<file path="config.mk">
export PLATFORM = sky130hd
export DESIGN_NAME = ptw_walker
export DESIGN_NICKNAME = d
export VERILOG_FILES = /design/src/rtl/ptw_pkg.sv /design/src/rtl/ptw_index_sel.sv /design/src/rtl/ptw_ctrl.sv /design/src/rtl/ptw_walker.sv
export SDC_FILE = /design/constraint.sdc
export NUM_CORES = 1
export LEC_CHECK = 0
export BUFFER_PORTS_ARGS = -buffer_cell sky130_fd_sc_hd__clkbuf_2
export CORE_ASPECT_RATIO = 0.75
export CORE_MARGIN = 1.5
export CORE_UTILIZATION = 50
export DETAILED_ROUTE_END_ITERATION = 7
export PLACE_DENSITY_LB_ADDON = 0.3
export SLEW_MARGIN = 20
export SYNTH_ARGS = -nofsm -noshare
export SYNTH_HDL_FRONTEND = slang
export SYNTH_SLANG_ARGS = --single-unit
</file>
<file path="constraint.sdc">
create_clock -name clk -period 4.4 [get_ports clk]
set_input_delay 0.44 -clock clk [delete_from_list [all_inputs] [get_ports clk]]
set_output_delay 0.44 -clock clk [all_outputs]
set_load 0.02 [all_outputs]
</file>
<file path="src/rtl/ptw_pkg.sv">
package ptw_pkg;
  localparam int IDX_W       = 10;
  localparam int OFF_W       = 13;
  localparam int LEVELS      = 3;
  localparam int PPN_W       = 32;
  localparam int PTE_W       = 64;
  localparam int ENTRY_SHIFT = 3;
  localparam int VA_W        = LEVELS*IDX_W + OFF_W;
  localparam int PA_W        = PPN_W + OFF_W;
  localparam int VPN_W       = LEVELS*IDX_W;
  localparam int LVL_W       = $clog2(LEVELS);

  typedef enum logic [2:0] {ST_IDLE, ST_L1, ST_L2, ST_L3, ST_DONE} walk_state_t;

  function automatic logic [PA_W-1:0] entry_addr(input logic [PA_W-1:0] tbl,
                                                 input logic [IDX_W-1:0] idx);
    return tbl + (PA_W'(idx) << ENTRY_SHIFT);
  endfunction

  function automatic logic entry_ok(input logic [PTE_W-1:0] pte);
    return pte[0];
  endfunction

  function automatic logic [PPN_W-1:0] entry_ppn(input logic [PTE_W-1:0] pte);
    return pte[OFF_W +: PPN_W];
  endfunction

  function automatic logic [PA_W-1:0] ppn_to_base(input logic [PPN_W-1:0] ppn);
    return {ppn, {OFF_W{1'b0}}};
  endfunction

  function automatic logic [PA_W-1:0] join_pa(input logic [PPN_W-1:0] ppn,
                                              input logic [OFF_W-1:0] off);
    return {ppn, off};
  endfunction
endpackage

</file>
<file path="src/rtl/ptw_index_sel.sv">
module ptw_index_sel
  import ptw_pkg::*;
(
  input  logic [VPN_W-1:0] vpn,
  input  logic [LVL_W-1:0] lvl,
  output logic [IDX_W-1:0] idx
);
  logic [IDX_W-1:0] idx_arr [LEVELS];

  // Level 0 takes the most significant index field.
  for (genvar g = 0; g < LEVELS; g++) begin : g_field
    assign idx_arr[g] = vpn[(LEVELS-1-g)*IDX_W +: IDX_W];
  end

  always_comb begin
    idx = '0;
    for (int k = 0; k < LEVELS; k++)
      if (LVL_W'(k) == lvl) idx = idx_arr[k];
  end
endmodule

</file>
<file path="src/rtl/ptw_ctrl.sv">
module ptw_ctrl
  import ptw_pkg::*;
(
  input  logic             clk,
  input  logic             rst_n,
  input  logic             req_valid,
  input  logic             rsp_ready,
  input  logic             mem_rsp_valid,
  input  logic             pte_ok,
  output walk_state_t      state,
  output logic             req_ready,
  output logic             rsp_valid,
  output logic             mem_req_valid,
  output logic             accept,
  output logic             pte_take,
  output logic             walk_end,
  output logic [LVL_W-1:0] lvl_idx
);
  walk_state_t state_n;
  logic        issued;
  logic        in_level;

  assign in_level      = (state == ST_L1) || (state == ST_L2) || (state == ST_L3);
  assign req_ready     = (state == ST_IDLE);
  assign rsp_valid     = (state == ST_DONE);
  assign accept        = req_ready && req_valid;
  assign mem_req_valid = in_level && !issued;
  assign pte_take      = in_level && issued && mem_rsp_valid;
  assign walk_end      = pte_take && (!pte_ok || state == ST_L3);

  always_comb begin
    case (state)
      ST_L2:   lvl_idx = LVL_W'(1);
      ST_L3:   lvl_idx = LVL_W'(2);
      default: lvl_idx = '0;
    endcase
  end

  always_comb begin
    state_n = state;
    case (state)
      ST_IDLE: if (accept) state_n = ST_L1;
      ST_L1:   if (pte_take) state_n = pte_ok ? ST_L2 : ST_DONE;
      ST_L2:   if (pte_take) state_n = pte_ok ? ST_L3 : ST_DONE;
      ST_L3:   if (pte_take) state_n = ST_DONE;
      ST_DONE: if (rsp_ready) state_n = ST_IDLE;
      default: state_n = ST_IDLE;
    endcase
  end

  always_ff @(posedge clk) begin
    if (!rst_n) begin
      state  <= ST_IDLE;
      issued <= 1'b0;
    end else begin
      state <= state_n;
      if (pte_take)           issued <= 1'b0;
      else if (mem_req_valid) issued <= 1'b1;
    end
  end

  assert_req_pulse_R5: assert property (@(posedge clk) disable iff (!rst_n)
    mem_req_valid |=> !mem_req_valid);
  assert_l2_after_l1_R5: assert property (@(posedge clk) disable iff (!rst_n)
    (state == ST_L2 && $past(state) != ST_L2) |-> $past(state) == ST_L1);
  assert_l3_after_l2_R5: assert property (@(posedge clk) disable iff (!rst_n)
    (state == ST_L3 && $past(state) != ST_L3) |-> $past(state) == ST_L2);
  assert_busy_not_ready_R8: assert property (@(posedge clk) disable iff (!rst_n)
    !(req_ready && rsp_valid));
  assert_end_gives_rsp_R7: assert property (@(posedge clk) disable iff (!rst_n)
    walk_end |=> rsp_valid);
endmodule

</file>
<file path="src/rtl/ptw_walker.sv">
module ptw_walker
  import ptw_pkg::*;
(
  input  logic                   clk,
  input  logic                   rst_n,
  input  logic                   req_valid,
  output logic                   req_ready,
  input  logic [VA_W-1:0]        req_vaddr,
  input  logic [PA_W-1:0]        root_base,
  output logic                   rsp_valid,
  input  logic                   rsp_ready,
  output logic [PA_W-1:0]        rsp_paddr,
  output logic                   rsp_fault,
  output logic                   mem_req_valid,
  output logic [PA_W-1:0]        mem_req_addr,
  input  logic                   mem_rsp_valid,
  input  logic [PTE_W-1:0]       mem_rsp_data
);
  walk_state_t       state;
  logic              accept, pte_take, walk_end, pte_ok;
  logic [LVL_W-1:0]  lvl_idx;
  logic [IDX_W-1:0]  cur_idx;
  logic [VA_W-1:0]   va_q;
  logic [PA_W-1:0]   base_q;
  logic [PA_W-1:0]   paddr_q;
  logic              fault_q;
  logic [PPN_W-1:0]  pte_ppn;
  logic              unused_pte_bits;

  assign pte_ok          = entry_ok(mem_rsp_data);
  assign pte_ppn         = entry_ppn(mem_rsp_data);
  assign unused_pte_bits = ^{mem_rsp_data[PTE_W-1:PA_W], mem_rsp_data[OFF_W-1:1]};

  ptw_ctrl u_ctrl (
    .clk           (clk),
    .rst_n         (rst_n),
    .req_valid     (req_valid),
    .rsp_ready     (rsp_ready),
    .mem_rsp_valid (mem_rsp_valid),
    .pte_ok        (pte_ok),
    .state         (state),
    .req_ready     (req_ready),
    .rsp_valid     (rsp_valid),
    .mem_req_valid (mem_req_valid),
    .accept        (accept),
    .pte_take      (pte_take),
    .walk_end      (walk_end),
    .lvl_idx       (lvl_idx)
  );

  ptw_index_sel u_idx (
    .vpn (va_q[VA_W-1:OFF_W]),
    .lvl (lvl_idx),
    .idx (cur_idx)
  );

  assign mem_req_addr = entry_addr(base_q, cur_idx);
  assign rsp_paddr    = paddr_q;
  assign rsp_fault    = fault_q;

  always_ff @(posedge clk) begin
    if (!rst_n) begin
      va_q    <= '0;
      base_q  <= '0;
      paddr_q <= '0;
      fault_q <= 1'b0;
    end else if (accept) begin
      va_q    <= req_vaddr;
      base_q  <= root_base;
      paddr_q <= '0;
      fault_q <= 1'b0;
    end else if (walk_end) begin
      fault_q <= !pte_ok;
      paddr_q <= pte_ok ? join_pa(pte_ppn, va_q[OFF_W-1:0]) : '0;
    end else if (pte_take) begin
      base_q <= ppn_to_base(pte_ppn);
    end
  end

  assert_rsp_hold_R9: assert property (@(posedge clk) disable iff (!rst_n)
    (rsp_valid && !rsp_ready) |=> (rsp_valid && $stable(rsp_paddr) && $stable(rsp_fault)));
  assert_fault_zero_R7: assert property (@(posedge clk) disable iff (!rst_n)
    (rsp_valid && rsp_fault) |-> rsp_paddr == '0);
  assert_no_req_when_done_R5: assert property (@(posedge clk) disable iff (!rst_n)
    (req_ready || rsp_valid) |-> !mem_req_valid);
endmodule

</file>
# After elaboration in Yosys (flattened, before gate mapping)
# Index checks and enable logic that the tools add are counted.
dict set report totals {
  reg_bits 138
  inputBits 157
  out_inout_bits 94
  elab_cells 53
}
dict set report op_classes {
  reduce_logical 17
  bitwise 1
  n_addsub 1
  n_mux 16
  eq_ne 12
}
# cell count
set ops {}
lappend ops {{45-bit two-way mux} 4}
lappend ops {{45-bit by 13-bit adder with 45-bit output} 1}
lappend ops {{10-bit two-way mux} 3}
lappend ops {{3-bit two-way mux} 7}
lappend ops {{3-bit one-hot mux with 5 select lines} 1}
lappend ops {{2-bit by 1-bit != test with 1-bit output, second input constant} 4}
lappend ops {{3-bit by 2-bit == test with 1-bit output, second input constant} 2}
lappend ops {{1-bit logical AND} 5}
lappend ops {{5-bit AND reduction} 1}
lappend ops {{2-bit != test, second input constant} 2}
lappend ops {{2-bit one-hot mux with 2 select lines} 1}
lappend ops {{2-bit OR reduction} 2}
lappend ops {{3-bit by 1-bit == test with 1-bit output, second input constant} 1}
lappend ops {{3-bit == test, second input constant} 1}
lappend ops {{3-bit zero test} 1}
lappend ops {{1-bit logical OR} 3}
lappend ops {{1-bit by 2-bit == test with 1-bit output, first input constant} 1}
lappend ops {{2-bit == test, first input constant} 1}
lappend ops {{1-bit zero test} 2}
lappend ops {{2-bit zero test} 1}
lappend ops {{2-bit AND reduction} 1}
lappend ops {{2-bit nonzero test} 1}
lappend ops {{1-bit inverter} 1}

# Longest topological paths before layout
dict set report depth {
  word_depth 8
  mapped_depth 12
  mapped_depth_nobuf 10
}

# Hierarchy
# Synthesis repeated with hierarchy kept, for this count alone.
dict set report unflattened {
  cells_unflattened 812
  hier_area_um2 7121.8
}
# mod area_per_inst_um2 instances seq_area_each_um2 cells_each
set by_module_without_submodules {}
lappend by_module_without_submodules {ptw_walker 6646.4 1 2682.6 757}
lappend by_module_without_submodules {ptw_ctrl 261.5 1 80.1 31}
lappend by_module_without_submodules {ptw_index_sel 214.0 1 0.0 24}

# Worst setup path after synthesis
# No wires, ideal clock.
dict set report synth_path {
  path_kind {flip-flop to output port}
  start {reg u_ctrl.state[2]}
  end {out mem_req_addr[43]}
  path_stages_with_launch 12
  path_slack_ns 0.960
  arrival_time_ns 3.000
  path_buffers 2
  cell_sequence {dfxtp_1 -> clkbuf_1 -> nand2b_1 -> clkbuf_1 -> o21ai_0 -> ha_1 -> fa_1 -> a211oi_1 -> nor3_4 -> o21ai_4 -> nor2_1 -> xnor2_1}
}
dict set report synth_via {
  elab_chain_len 7
  elab_cells_between_ends 10
  cone_classes {1 x add/sub; 4 x eq/ne; 4 x mux; 1 x reduce/logical}
}
# element line
set synth_rtl {}
lappend synth_rtl {{from (decl)} ptw_ctrl.sv:10} ;# output walk_state_t state,
lappend synth_rtl {{from (signal assigned)} ptw_ctrl.sv:56} ;# state <= state_n;
lappend synth_rtl {{3-bit by 2-bit == test with 1-bit output} ptw_ctrl.sv:32} ;# case (state)
lappend synth_rtl {{2-bit one-hot mux with 2 select lines *} ptw_ctrl.sv:32}
lappend synth_rtl {{2-bit zero test} ptw_index_sel.sv:18} ;# if (LVL_W'(k) == lvl) idx = idx_arr[k];
lappend synth_rtl {{10-bit two-way mux (2 in series)} ptw_index_sel.sv:18}
lappend synth_rtl {{10-bit two-way mux *} ptw_index_sel.sv:18}
lappend synth_rtl {{45-bit by 13-bit adder with 45-bit output *} ptw_pkg.sv:17} ;# return tbl + (PA_W'(idx) << ENTRY_SHIFT);
lappend synth_rtl {{to (decl)} ptw_walker.sv:15} ;# output logic [PA_W-1:0] mem_req_addr,
# Mark *: on every way between the ends. The rest lies on a longest branch, timed or not.

# Final worst setup path
dict set report layout_path {
  start {reg u_ctrl.state[0]}
  end {out mem_req_addr[14]}
}
# Same word-level chain as after synthesis.

==> impl_metrics.tcl <==
set metrics [dict create \
    run_status "finished with violations" \
    violations "design-rule violations" \
    gp_congestion 0.852 \
    cts_buffers 17 \
    pwr-share-clk_pct 44.0 \
    drv_cap 0 \
    layout-drive-gt1-share_pct 28.4 \
    synthCells 863 \
    synthFlopType "dfxtp_1" \
    ctsResizeCount 0 \
    finalSetupViolations 0 \
    cts-hold-fix-buffers 0 \
    setup_slack_ns 0.399 \
    drc_errors 15 \
    power_switching_mw 0.912 \
    dr.pass1.iters 7 \
    place_hpwl_microns 13600 \
    yosysTopAreaCellShare_pct 39.6 \
    cts-htree-levels 4 \
    nets 1206 \
    antenna_found_initial 1 \
    vias_per_cell 5.49 \
    ant_nets 0 \
    synth_cell_types 52 \
    portBuffers 219 \
    layout_min_cycle_time_ns 4.00 \
    ys_seq_area_share_pct 39.6 \
    finalPower_mw 3.27 \
    grt_pass1_wl_microns 31600 \
    arrival_ns 3.56 \
    grt_setup_unrepaired "no" \
    final_max_slew_viol_count 0 \
    post_cts.repair.setup_buffers 0 \
    synth_area_leaders "dfxtp_1, nand2_1, nand3_1" \
    skew_ns 0.00657 \
    first_iter_violations 575 \
    yosysTopAreaCell "dfxtp_1" \
    yosysMostFrequentCell "nand2_1" \
    worstPathRequired_ns 3.96 \
    cts.sinks 138 \
    track_usage_pct 27.1 \
    hold_viol_final 0 \
    avgSynthCellArea_sq_um 8.09 \
    die-width_microns 139 \
    yosys_warnings 0 \
    die_h_microns 105 \
    dieArea_sq_um 14700 \
    cts_tree "yes" \
    synth_edf_count 0 \
    grt_max_degree 95 \
    core_area_sq_um 13700 \
    clockRootBuffer "clkbuf_16" \
    crit_fanout 16 \
    power.leakage_nw 3.88 \
    ir_drop_mv 0.291 \
    path_class "reg -> out" \
    initial_core_util_pct 51.1 \
    routedWlPerCell_microns 16.2 \
    rows 37 \
    intPower_mw 2.36 \
    power.share.sequential_pct 42.0 \
    setup_tns_ns 0 \
    fin_crit_sh_pct 90.9 \
    yosys_register_bits 138 \
    holdWs_ns 0.251 \
    relSlewSlack_pct 33.5 \
    area_growth_syn_to_layout_pct 23.5 \
    first_global_vias 6028 \
    switching_share_pct 27.9 \
    vias 6733 \
    clk_path_buf_depth 2 \
    syn_nets 1031 \
    synth_common_cells "nand2_1, dfxtp_1, nand3_1" \
    clock.fmax_ghz 0.250 \
    power_density_nw_per_um2 380 \
    clk_latency_ns 0.42 \
    cp-start-kind "flip-flop" \
    combPwrFrac_pct 14.1 \
    synth_area_sq_um 6980 \
    endpoint_kind "primary output" \
    finalWirelength_microns 19800 \
    overflow 0 \
    antenna_cells 0 \
    tightest_slew_ns 0.995 \
    worstHoldPathType "in -> reg" \
    clk_pin_slew_ns 0.06 \
    place_ws_ns 0.860 \
    pin_count 251 \
    async_flop_share_pct 0 \
    utilization_pct 63.1 \
]
[state kept, by name, summed over array words and instances, names as in the netlist]
| signal | count |
|---|---|
| base_q | 45 |
| rsp_fault | 1 |
| rsp_paddr | 45 |
| u_ctrl.issued | 1 |
| u_ctrl.state | 3 |
| va_q | 43 |
[cell type report]
type	count	area [sq um]
tap	175	219
clock buffer	20	457
multi-input combinational	648	3870
clock inverter	12	140
sequential	138	2760
fill	1232	5030
inverter	6	22.5
timing repair buffer	227	1160
[power by group through the flow]
stage / sequential (mW) / combinational [mW] / clock [mW]
6_report: 1.37 / 0.460 / 1.44
3_3_place_gp: 1.40 / 0.453 / 0
5_1_grt: 1.38 / 0.504 / 1.51
2_1_floorplan: 1.38 / 0.310 / 0
4_1_cts: 1.37 / 0.460 / 1.45
3_5_place_dp: 1.40 / 0.458 / 0
[layer usage]
layer	vias up	global-route usage, %	wire length, microns
li1	3328	-	-
met1	3109	38.3	9180
met3	31	7.77	1900
met2	263	40.5	8430
met5	-	0	11
met4	2	7.14	304
[layout by cell type (no fill, tap or decap), types with 3 or more instances in the layout]
cell type	netlist	layout
nand2_1	232	230
clkbuf_2	0	218
dfxtp_1	138	138
nand3_1	100	100
a21boi_0	57	57
a21oi_1	54	54
o211a_1	33	33
xor2_1	23	23
xnor2_1	18	18
clkbuf_16	0	17
o21ai_0	16	16
nand4_1	14	14
nor2_1	11	11
a21oi_2	11	11
mux2i_1	10	10
ha_1	10	10
buf_4	8	8
nor3_2	6	6
inv_1	5	5
o211ai_1	5	5
a211oi_2	4	4
clkinv_4	0	4
a21o_1	3	3
nand2_2	1	3
nor3_4	2	3
nor2b_1	3	3
clkinvlp_4	0	3
[stage by stage]
step / instances / cell area [sq um]
floorplan: 863 / 6980
global placement: 1194 / 8030
detailed placement: 1194 / 8030
CTS: 1226 / 8620
global route: 1226 / 8620
finish: 1226 / 8620
[kinds of logic (layout without fill, tap and decap cells)]
| group | Yosys count | count (layout) | synth area share (%) |
|---|---|---|---|
| xor gates and xnor gates | 41 | 41 | 5.14 |
| DFF | 138 | 138 | 39.6 |
| adders and majority gates | 11 | 11 | 2.08 |
| and+or+nand+nor | 391 | 391 | 25.9 |
| buffers and inverters | 77 | 265 | 5.36 |
| AOI/OAI and AO/OA | 195 | 195 | 20.5 |
| muxes | 10 | 10 | 1.43 |
[critical path: stages, from the launching register on]
cell,delay (ns)
dfxtp_1,0.50
buf_4,0.29
mux2i_1,0.25
o21ai_0,0.12
ha_1,0.37
a21oi_2,0.26
o21ai_1,0.15
a21oi_4,0.60
a21boi_0,0.22
xor2_1,0.18
clkbuf_2,0.19
[worst paths after layout]
| kind | startpoint | end | cells after the start | slack, ns |
|---|---|---|---|---|
| setup / recovery | u_ctrl.state[0] | mem_req_addr[14] | 10 | 0.40 |
| hold / removal | req_vaddr[25] | va_q[25] | 3 | 0.25 |
| setup reg to reg | u_ctrl.state[0] | base_q[13] | 7 | 1.82 |
| hold reg to reg | rsp_paddr[15] | rsp_paddr[15] | 2 | 0.45 |
Note: power is estimated with default switching activity, not from simulation.
